`src/rtl/mpx_pkg.sv`:
```
package mpx_pkg;

   // index width that stays legal for a count of one
   function automatic int idx_w(input int n);
      return (n > 1) ? $clog2(n) : 1;
   endfunction

endpackage

```
`src/rtl/mpx_pixel_group.sv`:
```
module mpx_pixel_group #(
   parameter int MP       = 4,
   parameter int PIX_COLS = 32,
   parameter int PIX_ROWS = 8,
   parameter int MC       = 0,
   parameter int MR       = 0,
   localparam int NPIX    = PIX_COLS * PIX_ROWS,
   localparam int MPB     = MP * MP
) (
   input  logic            clk,
   input  logic            rst_n,
   input  logic [NPIX-1:0] hit_all_i,
   input  logic            clr_i,
   output logic [MPB-1:0]  map_o,
   output logic            or_o
);

   logic [MPB-1:0] loc_hit;
   logic [MPB-1:0] pix_q;
   logic           frozen;

   for (genvar lr = 0; lr < MP; lr++) begin : g_lr
      for (genvar lc = 0; lc < MP; lc++) begin : g_lc
         assign loc_hit[lr*MP+lc] = hit_all_i[(MR*MP+lr)*PIX_COLS + MC*MP + lc];
      end
   end

   assign frozen = |pix_q;

   always_ff @(posedge clk or negedge rst_n) begin
      if (!rst_n)       pix_q <= '0;
      else if (clr_i)   pix_q <= '0;
      else if (!frozen) pix_q <= loc_hit;
   end

   assign map_o = pix_q;
   assign or_o  = frozen;

   // a holding group keeps its pattern until released
   p_frozen_hold_r4: assert property (@(posedge clk) disable iff (!rst_n)
      (or_o && !clr_i) |=> $stable(map_o));

endmodule

```
`src/rtl/mpx_eoc.sv`:
```
module mpx_eoc import mpx_pkg::*; #(
   parameter int NROW = 2,
   parameter int TS_W = 8,
   localparam int RW  = idx_w(NROW)
) (
   input  logic            clk,
   input  logic            rst_n,
   input  logic [NROW-1:0] or_i,
   input  logic [NROW-1:0] clr_i,
   input  logic [TS_W-1:0] ts_i,
   output logic            any_o,
   output logic [RW-1:0]   sel_row_o,
   output logic [TS_W-1:0] sel_ts_o
);

   logic [NROW-1:0] pend_q;
   logic [TS_W-1:0] ts_q [NROW];

   always_ff @(posedge clk or negedge rst_n) begin
      if (!rst_n) begin
         pend_q <= '0;
         for (int r = 0; r < NROW; r++) ts_q[r] <= '0;
      end else begin
         for (int r = 0; r < NROW; r++) begin
            if (clr_i[r]) begin
               pend_q[r] <= 1'b0;
            end else if (or_i[r] && !pend_q[r]) begin
               pend_q[r] <= 1'b1;
               ts_q[r]   <= ts_i;
            end
         end
      end
   end

   // lowest pending row wins
   always_comb begin
      sel_row_o = '0;
      for (int r = NROW - 1; r >= 0; r--) begin
         if (pend_q[r]) sel_row_o = RW'(r);
      end
   end

   assign any_o    = |pend_q;
   assign sel_ts_o = ts_q[sel_row_o];

   for (genvar r = 0; r < NROW; r++) begin : g_chk
      // an entry only leaves after its word was taken
      p_clear_acked_r8: assert property (@(posedge clk) disable iff (!rst_n)
         $fell(pend_q[r]) |-> $past(clr_i[r]));
      // the captured stamp does not drift while pending
      p_ts_held_r3: assert property (@(posedge clk) disable iff (!rst_n)
         (pend_q[r] && !clr_i[r]) |=> $stable(ts_q[r]));
   end

endmodule

```
`src/rtl/mpx_readout_ctrl.sv`:
```
module mpx_readout_ctrl import mpx_pkg::*; #(
   parameter int NCOL = 8,
   parameter int NROW = 2,
   parameter int TS_W = 8,
   parameter int MPB  = 16,
   localparam int CW  = idx_w(NCOL),
   localparam int RW  = idx_w(NROW)
) (
   input  logic                                clk,
   input  logic                                rst_n,
   input  logic [NCOL-1:0]                     col_any_i,
   input  logic [NCOL-1:0][RW-1:0]             col_row_i,
   input  logic [NCOL-1:0][TS_W-1:0]           col_ts_i,
   input  logic [NCOL-1:0][NROW-1:0][MPB-1:0]  map_all_i,
   input  logic                                ready_i,
   output logic                                valid_o,
   output logic [CW-1:0]                       col_o,
   output logic [RW-1:0]                       row_o,
   output logic [TS_W-1:0]                     ts_o,
   output logic [MPB-1:0]                      map_o,
   output logic [NCOL-1:0][NROW-1:0]           clr_o
);

   localparam logic [CW-1:0] LAST = CW'(NCOL - 1);

   logic [CW-1:0] tok_q;
   logic          fire;

   assign fire = valid_o && ready_i;

   always_ff @(posedge clk or negedge rst_n) begin
      if (!rst_n) begin
         valid_o <= 1'b0;
         tok_q   <= '0;
         col_o   <= '0;
         row_o   <= '0;
         ts_o    <= '0;
         map_o   <= '0;
      end else if (valid_o) begin
         if (ready_i) valid_o <= 1'b0;
      end else if (col_any_i[tok_q]) begin
         valid_o <= 1'b1;
         col_o   <= tok_q;
         row_o   <= col_row_i[tok_q];
         ts_o    <= col_ts_i[tok_q];
         map_o   <= map_all_i[tok_q][col_row_i[tok_q]];
      end else begin
         tok_q <= (tok_q == LAST) ? '0 : tok_q + 1'b1;
      end
   end

   always_comb begin
      clr_o = '0;
      if (fire) clr_o[col_o][row_o] = 1'b1;
   end

   // a stalled word holds still
   p_hold_word_r8: assert property (@(posedge clk) disable iff (!rst_n)
      (valid_o && !ready_i) |=> (valid_o && $stable(col_o) && $stable(row_o)
                                 && $stable(ts_o) && $stable(map_o)));
   // a word is only raised for a column with a pending entry
   p_load_pending_r7: assert property (@(posedge clk) disable iff (!rst_n)
      $rose(valid_o) |-> col_any_i[col_o]);

endmodule

```
`src/rtl/mpx_readout.sv`:
```
module mpx_readout import mpx_pkg::*; #(
   parameter int MP       = 4,
   parameter int PIX_COLS = 32,
   parameter int PIX_ROWS = 8,
   parameter int TS_W     = 8,
   localparam int NCOL    = PIX_COLS / MP,
   localparam int NROW    = PIX_ROWS / MP,
   localparam int NPIX    = PIX_COLS * PIX_ROWS,
   localparam int MPB     = MP * MP,
   localparam int CW      = idx_w(NCOL),
   localparam int RW      = idx_w(NROW)
) (
   input  logic            clk,
   input  logic            rst_n,
   input  logic [NPIX-1:0] hit_i,
   input  logic [TS_W-1:0] ts_i,
   input  logic            out_ready_i,
   output logic            out_valid_o,
   output logic [CW-1:0]   out_col_o,
   output logic [RW-1:0]   out_row_o,
   output logic [TS_W-1:0] out_ts_o,
   output logic [MPB-1:0]  out_map_o
);

   if (MP < 1 || PIX_COLS % MP != 0 || PIX_ROWS % MP != 0) begin : g_bad_geom
      $error("matrix dimensions must be multiples of the macropixel size");
   end
   if (TS_W < 1) begin : g_bad_ts
      $error("timestamp width must be at least one");
   end

   logic [NCOL-1:0][NROW-1:0][MPB-1:0] map_all;
   logic [NCOL-1:0][NROW-1:0]          mp_or;
   logic [NCOL-1:0][NROW-1:0]          mp_clr;
   logic [NCOL-1:0]                    col_any;
   logic [NCOL-1:0][RW-1:0]            col_row;
   logic [NCOL-1:0][TS_W-1:0]          col_ts;

   for (genvar c = 0; c < NCOL; c++) begin : g_col
      for (genvar r = 0; r < NROW; r++) begin : g_row
         mpx_pixel_group #(
            .MP(MP), .PIX_COLS(PIX_COLS), .PIX_ROWS(PIX_ROWS), .MC(c), .MR(r)
         ) u_grp (
            .clk(clk), .rst_n(rst_n), .hit_all_i(hit_i), .clr_i(mp_clr[c][r]),
            .map_o(map_all[c][r]), .or_o(mp_or[c][r])
         );
      end
      mpx_eoc #(.NROW(NROW), .TS_W(TS_W)) u_eoc (
         .clk(clk), .rst_n(rst_n), .or_i(mp_or[c]), .clr_i(mp_clr[c]),
         .ts_i(ts_i), .any_o(col_any[c]), .sel_row_o(col_row[c]),
         .sel_ts_o(col_ts[c])
      );
   end

   mpx_readout_ctrl #(
      .NCOL(NCOL), .NROW(NROW), .TS_W(TS_W), .MPB(MPB)
   ) u_ctrl (
      .clk(clk), .rst_n(rst_n), .col_any_i(col_any), .col_row_i(col_row),
      .col_ts_i(col_ts), .map_all_i(map_all), .ready_i(out_ready_i),
      .valid_o(out_valid_o), .col_o(out_col_o), .row_o(out_row_o),
      .ts_o(out_ts_o), .map_o(out_map_o), .clr_o(mp_clr)
   );

   // every word carries at least one hit pixel
   p_map_nonempty_r2: assert property (@(posedge clk) disable iff (!rst_n)
      out_valid_o |-> (out_map_o != '0));

endmodule

```
`config.mk`:
```
export PLATFORM = sky130hd
export DESIGN_NAME = mpx_readout
export DESIGN_NICKNAME = d
export VERILOG_FILES = /design/src/rtl/mpx_pkg.sv /design/src/rtl/mpx_pixel_group.sv /design/src/rtl/mpx_eoc.sv /design/src/rtl/mpx_readout_ctrl.sv /design/src/rtl/mpx_readout.sv
export SDC_FILE = /design/constraint.sdc
export NUM_CORES = 1
export LEC_CHECK = 0
export BUFFER_PORTS_ARGS = -buffer_cell sky130_fd_sc_hd__clkbuf_2
export CAP_MARGIN = 20
export CELL_PAD_IN_SITES_DETAIL_PLACEMENT = 2
export CELL_PAD_IN_SITES_GLOBAL_PLACEMENT = 2
export CORE_MARGIN = 4
export CORE_UTILIZATION = 43
export DETAILED_ROUTE_END_ITERATION = 10
export PLACE_DENSITY = 0.95
export RECOVER_POWER = 100
export SLEW_MARGIN = 10
export SYNTH_ARGS = -nofsm -noshare
export SYNTH_HDL_FRONTEND = slang
export SYNTH_HIERARCHICAL = 1
export SYNTH_SLANG_ARGS = --single-unit
```
`constraint.sdc`:
```
create_clock -name clk -period 7 [get_ports clk]
set_input_delay 1.05 -clock clk [delete_from_list [all_inputs] [get_ports clk]]
set_output_delay 1.05 -clock clk [all_outputs]
set_load 0.05 [all_outputs]
```
After elaboration in Yosys (flattened, before gate mapping)
Index checks and enable logic that the tools add are counted. Widths: inputs -> output; s select.

Output and inout bits: 29. Input port bits: 267. Register bits: 432. Word-level logic and storage cells: 328.

Bitwise operators: 26. Reduce and logical (&&, ||, !) cells: 93. Magnitude comparators: 14. $add $sub $neg: 1. Eq/ne operators: 17. Mux-type cells: 123.

Operators by type and width (number): $mux 16 (35); $reduce_or 16->1 (16); $mux 8 (25); $bmux 32 s3 (1); $mux 1 (54); $reduce_and 2->1 (18); $mux 32 (1); $ne 2x2->1 const B (16); $reduce_bool 2->1 (16); $bmux 8 s3 (1); $logic_and 1x1->1 (19); $not 1->1 (18); $ge 2x2->1 const B (8); $logic_not 1->1 (16); $not 1->2 (8); $reduce_or 2->1 (8); $lt 3x4->1 const B (2); $bmux 1 s3 (2); $demux 2 s3 (1); $lt 1x2->1 const B (2); $add 3x1->3 const B (1); $eq 3x3->1 const B (1); $ge 3x1->1 const B (1); $mux 3 (1); 3 further kinds (3).

Depth between registers and ports, before layout
Gate-level depths: netlist of the first run.

Depth in word-level cells: 9. Depth in mapped cells: 9.

Modules after synthesis
Netlist of the first run, hierarchy kept.

By module, submodules not included: mpx_pixel_group (area an instance 804.5 um2, seq. area each 400.4 um2, cells each 73, times used 16); mpx_eoc (area an instance 794.5 um2, seq. area each 450.4 um2, cells each 52, times used 8); mpx_readout_ctrl (area an instance 4056.4 um2, seq. area each 800.8 um2, cells each 269, times used 1).

Worst setup path before layout of the first run
No wires, ideal clock.

Path type: input-to-reg. From: input out_ready_i. To: register g_col[0].g_row[0].u_grp.pix_q[0]. Setup time: 0.132 ns. Path slack: 4.154 ns. Cell stages on the path: 6. Required time: 6.868 ns. Arrival time: 2.715 ns. Cells stage by stage: nand2_1 or2_2 nor4_1 buf_2 buf_2 o22ai_1.

RTL lines: from (decl) (line mpx_readout.sv:17) `input logic out_ready_i,`; to (signal assigned) (line mpx_pixel_group.sv:33) `else if (!frozen) pix_q <= loc_hit;`; to (decl) (line mpx_pixel_group.sv:19) `logic [MPB-1:0] pix_q;`.

==> results of run 1 <==
## kinds of logic (layout without fill, tap and decap cells)
group,count (synthesis),after routing,share of synthesized area (%)
flip-flops,432,432,46.4
AND/OR/NAND/NOR,430,430,14.1
buffers and inverters,367,667,7.13
multiplexers,365,365,21.5
AO/OA/AOI/OAI,257,257,10.8
adder cells (fa/ha/maj),2,2,0.107
other,0,8,0
## metrics by stage
step	hold slack [ns]	std cells	worst slack (ns)	instance area [um^2]	total power [W]
3_3_place_gp	0.483	2762	3.85	25200	0.00566
5_1_grt	0.535	2854	1.90	26000	0.00894
3_5_place_dp	0.492	2762	3.67	25200	0.00592
4_1_cts	0.514	2847	3.53	26800	0.00870
6_report	0.466	2857	2.60	26000	0.00868
2_1_floorplan	0.475	1853	4.15	23300	0.00498
## Yosys cell counts, drive strengths merged
master    n
dfrtp   432
nand2b  266
inv     264
o22ai   256
mux2    232
mux4     84
buf      80
nor4     66
mux2i    49
nor2     41
clkbuf   23
nand4    18
nor3b    16
or2       9
nor3      8
nand2     4
ha        2
a21oi     1
and2b     1
nand3     1
## final cells by class
type	count	area [um^2]
Antenna cell	8	20.0
Clock buffer	68	1400
Clock inverter	17	188
Fill cell	5284	27700
Inverter	264	991
Multi-Input combinational cell	1054	10100
Sequential cell	432	10800
Tap cell	696	871
Timing Repair Buffer	318	1630
## power by group through the flow
stage | Sequential [W] | Clock [W] | Combinational [W]
after CTS | 0.00364 | 0.00270 | 0.00236
after global routing | 0.00358 | 0.00283 | 0.00252
after floorplan | 0.00339 | 0 | 0.00160
after detailed placement | 0.00364 | 0 | 0.00228
final | 0.00358 | 0.00268 | 0.00241
after global placement | 0.00358 | 0 | 0.00209
## layer usage
| layer | vias to the layer above | share of wire [%] |
|---|---|---|
| met5 | - | 0.013 |
| met4 | 2 | 7.1 |
| met3 | 369 | 6.9 |
| met2 | 1024 | 49 |
| met1 | 9526 | 37 |
| li1 | 7093 | - |
## how the worst max path moves through the flow
stage                    start                          endpoint  slack, ns  cells after the start
3_5_place_dp   u_ctrl/tok_q[0]                  u_ctrl/map_o[10]       3.67                      5
5_1_grt                  rst_n  g_col[1].g_row[0].u_grp/map_o[8]       1.90                      2
2_1_floorplan      out_ready_i  g_col[0].g_row[0].u_grp/map_o[0]       4.15                      6
4_1_cts        u_ctrl/tok_q[0]                  u_ctrl/map_o[10]       3.53                      5
6_report                 rst_n            g_col[0].u_eoc/ts_q[0]       2.60                      2
3_3_place_gp   u_ctrl/tok_q[0]                   u_ctrl/map_o[3]       3.85                      4
## flip-flops by register name (all words and copies together), names as in the netlist
register,count
g_col.g_row.u_grp/map_o,256
g_col.u_eoc/pend_q,16
g_col.u_eoc/ts_q,128
u_ctrl/col_o,3
u_ctrl/map_o,16
u_ctrl/row_o,1
u_ctrl/tok_q,3
u_ctrl/ts_o,8
u_ctrl/valid_o,1
## layout by cell type (no fill, tap or decap), types with 8 or more instances in the layout
master / count
inv_1: 264
mux2i_1: 49
diode_2: 8
or2_2: 8
nand2b_1: 266
mux2_1: 73
nor3b_1: 16
dfrtp_1: 431
mux4_2: 84
nor2_1: 35
clkbuf_8: 10
mux2_2: 159
nand4_1: 13
clkbuf_1: 49
clkbuf_2: 266
o22ai_1: 182
o22ai_2: 74
nor4_1: 14
clkbuf_16: 49
nor4_2: 52
buf_4: 8
clkinv_2: 12
==> results.yml, run 1 <==
run_status:
  status: "complete, but fails checks"
  violations: "max-capacitance violations, max-slew violations"
setup_path:
  critPathMaxFanout: 137
  reg2reg_slack_ns: 2.67
  critPathBufInv: 2
  worstSetupEndpointType: "async pin"
  critPathKind: "in2async"
  crit_path_start_kind: "input pin"
  reg2reg_to: "g_col[5].u_eoc/ts_q[14]"
  crit_family: "buffers and inverters"
  crit_path_top_delay_cell: "clkbuf_2"
  path_cells: "buf_8, clkbuf_2"
  r2r_cells: 6
  crit_arrival_ns: 4.28
  cp.required_ns: 6.88
  slowest_delay_ns: 2.55
  rr_startpoint: "u_ctrl/valid_o"
synthesis:
  netlist.top_cell.by_area: "dfrtp_1"
  synth_warnings: 6
  synth_top_cells_by_area: "dfrtp_1 (46%), mux2_2 (11%), mux4_2 (8.1%)"
  syn_nets: 2122
  netlist_instances: 1853
  synth_area_um2: 23300
  yosysUniqueCellTypes: 29
  postSynthAreaPerCell_um2: 12.6
  seq_area_frac_synth_pct: 46.4
  synth_seq_cells: 432
  synth_top_area_share_pct: 46.4
place:
  gp_congestion: 1.00
  io_buffer_count: 295
  dp_hpwl_mm: 68.8
timing:
  max_freq_ghz: 0.227
  min_period_ns: 4.40
  finalSetupViolations: 0
  max-slew-margin-rel_pct: -139
  report.final.slew_viol_count: 520
  tns_ns: 0
  worst_slew_pin_slew_ns: 3.59
  hold_viol: 0
  timing.final.crit_share_pct: 62.8
  rsz0062_at_grt: "false"
  fin_skew_ns: 0.0396
power_and_ir_drop:
  intPower_w: 0.00548
  swShare_pct: 36.8
  p_switching_w: 0.00320
  ir_drop_mv: 0.212
  leakagePower_nw: 12.3
  p_seq_share_pct: 41.3
  p_clk_share_pct: 30.9
  comb_power_share_pct: 27.8
  cellPowerDensity_nw_per_um2: 334
finish:
  drive_gt1_share_pct: 34.6
  fin_util_pct: 48.4
  area_growth_pct: 11.6
  final_nets: 2388
cts:
  cts_tree: "done"
  cts-resized-gates: 0
  clock-sinks: 432
  clk_pin_slew_ns: 0.06
  clockBufferDepth: 3
  htree_levels: 2
  root_buffer: "clkbuf_16"
  cts_made_buffers: 49
  clock_latency_ns: 0.62
  post_cts_buffers: 0
  hold_buffers: 0
die:
  placementRows: 85
  die_area_um2: 57900
  core-area_um2: 53700
  start_util_pct: 43.4
  io_pins: 296
  die_h_um: 241
  die_x_um: 241
grt:
  track_usage_pct: 34.5
  grt.met1_usage_pct: 40.9
  grt_antenna_before_repair: 11
  grt_use_met3_pct: 6.48
  grt_pass1_wl_mm: 146
  busiest_layer: "met2"
  grt_max_degree: 138
  grt_pass1_vias: 20200
  met2_usage_pct: 59.8
  grt_overflow: 0
detailed_routing:
  ant_nets: 0
  firstDrtPassIters: 5
  viasPerCell: 6.31
  drtIter0Drc: 1775
  drc: 0
  vias: 18000
  routed_wl_mm: 104
  wl_per_cell_um: 36.4
job:
  max_cap_viol_count: 20
hold_path:
  holdCritPathClass: "in2async"
(Power assumes the default switching activity.)
==> run 2: changes to the inputs <==
Settings changed: ABC_AREA from default to 1, CORE_UTILIZATION 43 to 34, PLACE_DENSITY 0.95 to 0.9.
Clock period 7 ns to 4.4 ns, I/O delays scaled along.
==> run 2 against run 1 <==
The run still ends with max-capacitance violations, max-slew violations left. Core utilization down 9.8 points. Via count up 45%. Setup slack got worse by 1.9 ns. Sequential power grew 100%. Largest cell class is now multi-input gates.
==> results.yml, run 2 <==
setup_path:
  critPathKind: "reg2reg"
  crit_path_start_kind: "flop"
  crit_path_start: "g_col[6].g_row[1].u_grp/map_o[13]"
  crit_arrival_ns: 4.21
  reg2reg_slack_ns: 0.73
  critPathMaxFanout: 25
  worstSetupEndpointType: "flop"
  rr_startpoint: "g_col[6].g_row[1].u_grp/map_o[13]"
  r2r_cells: 7
  reg2reg_to: "g_col[6].u_eoc/ts_q[6]"
  cp.required_ns: 4.94
place:
  gp_congestion: 0.860
  dp_hpwl_mm: 74.7
  io_buffer_count: 295
  placed_cells: 4348
synthesis:
  synth_edf_count: 0
  yosysUniqueCellTypes: 27
  synth_area_um2: 24500
  syn_nets: 3556
  synthMostInstantiatedCell: "nand2_1"
  synth_ff_type: "dfrtp_1"
  synth_seq_cells: 432
  synth_top_cells_by_area: "dfrtp_1 (44%), nand2_1 (20%), nand4_1 (9.8%)"
  postSynthAreaPerCell_um2: 7.47
  ys_top_cells_by_count: "nand2_1 (1289), nand3_1 (434), dfrtp_1 (432)"
  netlist_instances: 3287
  netlist.top_cell.by_area: "dfrtp_1"
  synth_warnings: 6
  synthArstFlopShare_pct: 100
  seq_area_frac_synth_pct: 44.0
  synth_top_area_share_pct: 44.0
die:
  placementRows: 98
  die_x_um: 277
  core-area_um2: 71500
  start_util_pct: 34.3
  die_area_um2: 76600
  io_pins: 296
  die_h_um: 277
power_and_ir_drop:
  leakagePower_nw: 14.8
  intPower_w: 0.0109
  p_switching_w: 0.0112
  p_seq_share_pct: 32.9
  comb_power_share_pct: 46.9
  cellPowerDensity_nw_per_um2: 805
  ir_drop_mv: 0.334
  swShare_pct: 50.7
  p_clk_share_pct: 20.1
finish:
  largest-register: "g_col.g_row.u_grp/map_o"
  area_growth_pct: 12.3
  largest_reg_flops: 256
  layout_commonest_cell: "nand2_1"
  final_nets: 3721
  final_cell_mix: "nand2_1 (1291), nand3_1 (451), dfrtp_1 (430), nand4_1 (384), clkbuf_2 (267)"
  reg.largest.list: "g_col.g_row.u_grp/map_o: 256 flops, g_col.u_eoc/ts_q: 128 flops"
  drive_gt1_share_pct: 13.4
  final_cells: 4443
detailed_routing:
  drtIter0Drc: 2264
  drc: 0
  wl_per_cell_um: 26.8
  viasPerCell: 5.87
  firstDrtPassIters: 5
  ant_nets: 0
  vias: 26100
  routed_wl_mm: 119
timing:
  finalSetupViolations: 0
  min_period_ns: 3.67
  timing.final.crit_share_pct: 83.4
  tns_ns: 0
  report.final.slew_viol_count: 80
  max-slew-margin-rel_pct: -75.9
  hold_viol: 0
  max_freq_ghz: 0.273
  rsz0062_at_grt: "false"
  worst_slew_pin_slew_ns: 2.64
  fin_skew_ns: 0.0233
cts:
  cts-resized-gates: 0
  htree_levels: 2
  root_buffer: "clkbuf_16"
  cts_tree: "done"
  cts_made_buffers: 51
  clock_latency_ns: 0.62
  clockBufferDepth: 3
  clock-sinks: 432
  hold_buffers: 0
  post_cts_buffers: 0
  clk_pin_slew_ns: 0.06
hold_path:
  hold_start: "hit_i[211]"
  holdPathStages: 3
  min_to: "g_col[4].g_row[1].u_grp/map_o[11]"
  holdCritPathClass: "in2reg"
run_status:
  status: "complete, but fails checks"
  violations: "max-capacitance violations, max-slew violations"
grt:
  grt_antenna_before_repair: 2
  grt_pass1_vias: 28500
  track_usage_pct: 30.0
  grt_overflow: 0
  grt_max_degree: 101
  grt_pass1_wl_mm: 181
job:
  max_cap_viol_count: 1
run 2: how the worst max path moves through the flow:
stage	slack [ns]	depth (start not counted)	to
floorplan	2.48	8	g_col[7].g_row[0].u_grp/map_o[6]
global placement	1.52	7	g_col[7].g_row[0].u_grp/map_o[2]
detailed placement	1.47	8	g_col[5].g_row[1].u_grp/map_o[12]
CTS	1.43	10	u_ctrl/map_o[3]
global route	0.63	7	g_col[6].u_eoc/ts_q[6]
finish	0.73	7	g_col[6].u_eoc/ts_q[6]
run 2: critical path, cell delays in order, from the launching register on:
cell and delay [ns]:
dfrtp_1 0.42, nor2_1 0.13, nand2_1 0.08, nor2_1 0.94
nand2_1 1.09, nand3_1 0.71, nand2_1 0.13, nand2_1 0.09
run 2: stage by stage:
step	total power [W]	cell area [um^2]	utilization [%]	worst slack (ns)	hold slack, ns
floorplan	0.0135	24500	-	2.48	0.364
CTS	0.0221	27900	39.0	1.43	0.0634
global placement	0.0162	26200	36.6	1.52	0.453
detailed placement	0.0169	26200	36.6	1.47	0.461
global route	0.0234	27600	38.5	0.628	0.272
finish	0.0222	27600	38.5	0.730	0.281
run 2: power by group through the flow:
stage / combinational, W / sequential [W] / clock, W
global placement: 0.00910 / 0.00707 / 0
global route: 0.0112 / 0.00746 / 0.00470
detailed placement: 0.00968 / 0.00717 / 0
floorplan: 0.00660 / 0.00694 / 0
CTS: 0.0103 / 0.00725 / 0.00454
finish: 0.0104 / 0.00730 / 0.00446
run 2: kinds of logic after synthesis:
family | Yosys count | synth area share, %
flip-flops | 432 | 44.0
AND/OR/NAND/NOR | 2380 | 45.9
AO/OA/AOI/OAI | 72 | 1.67
buffers and inverters | 401 | 8.26
adder cells (fa/ha/maj) | 2 | 0.102
run 2: area by class of cell:
type	count	area (um^2)
multi-input combinational	2454	11500
antenna	1	2.50
tap	950	1190
clock inverter	12	141
inverter	201	774
timing repair buffer	312	1620
fill	8310	43900
clock buffer	81	1550
sequential	432	10800
run 2: layer usage:
| metal | up-vias | global-route usage [%] | share of wire (%) |
|---|---|---|---|
| li1 | 11200 | - | - |
| met1 | 13400 | 38.4 | 41 |
| met2 | 1109 | 50.5 | 48 |
| met3 | 313 | 4.52 | 5.9 |
| met4 | 2 | 13.3 | 5.1 |
| met5 | - | 0 | 0.0092 |
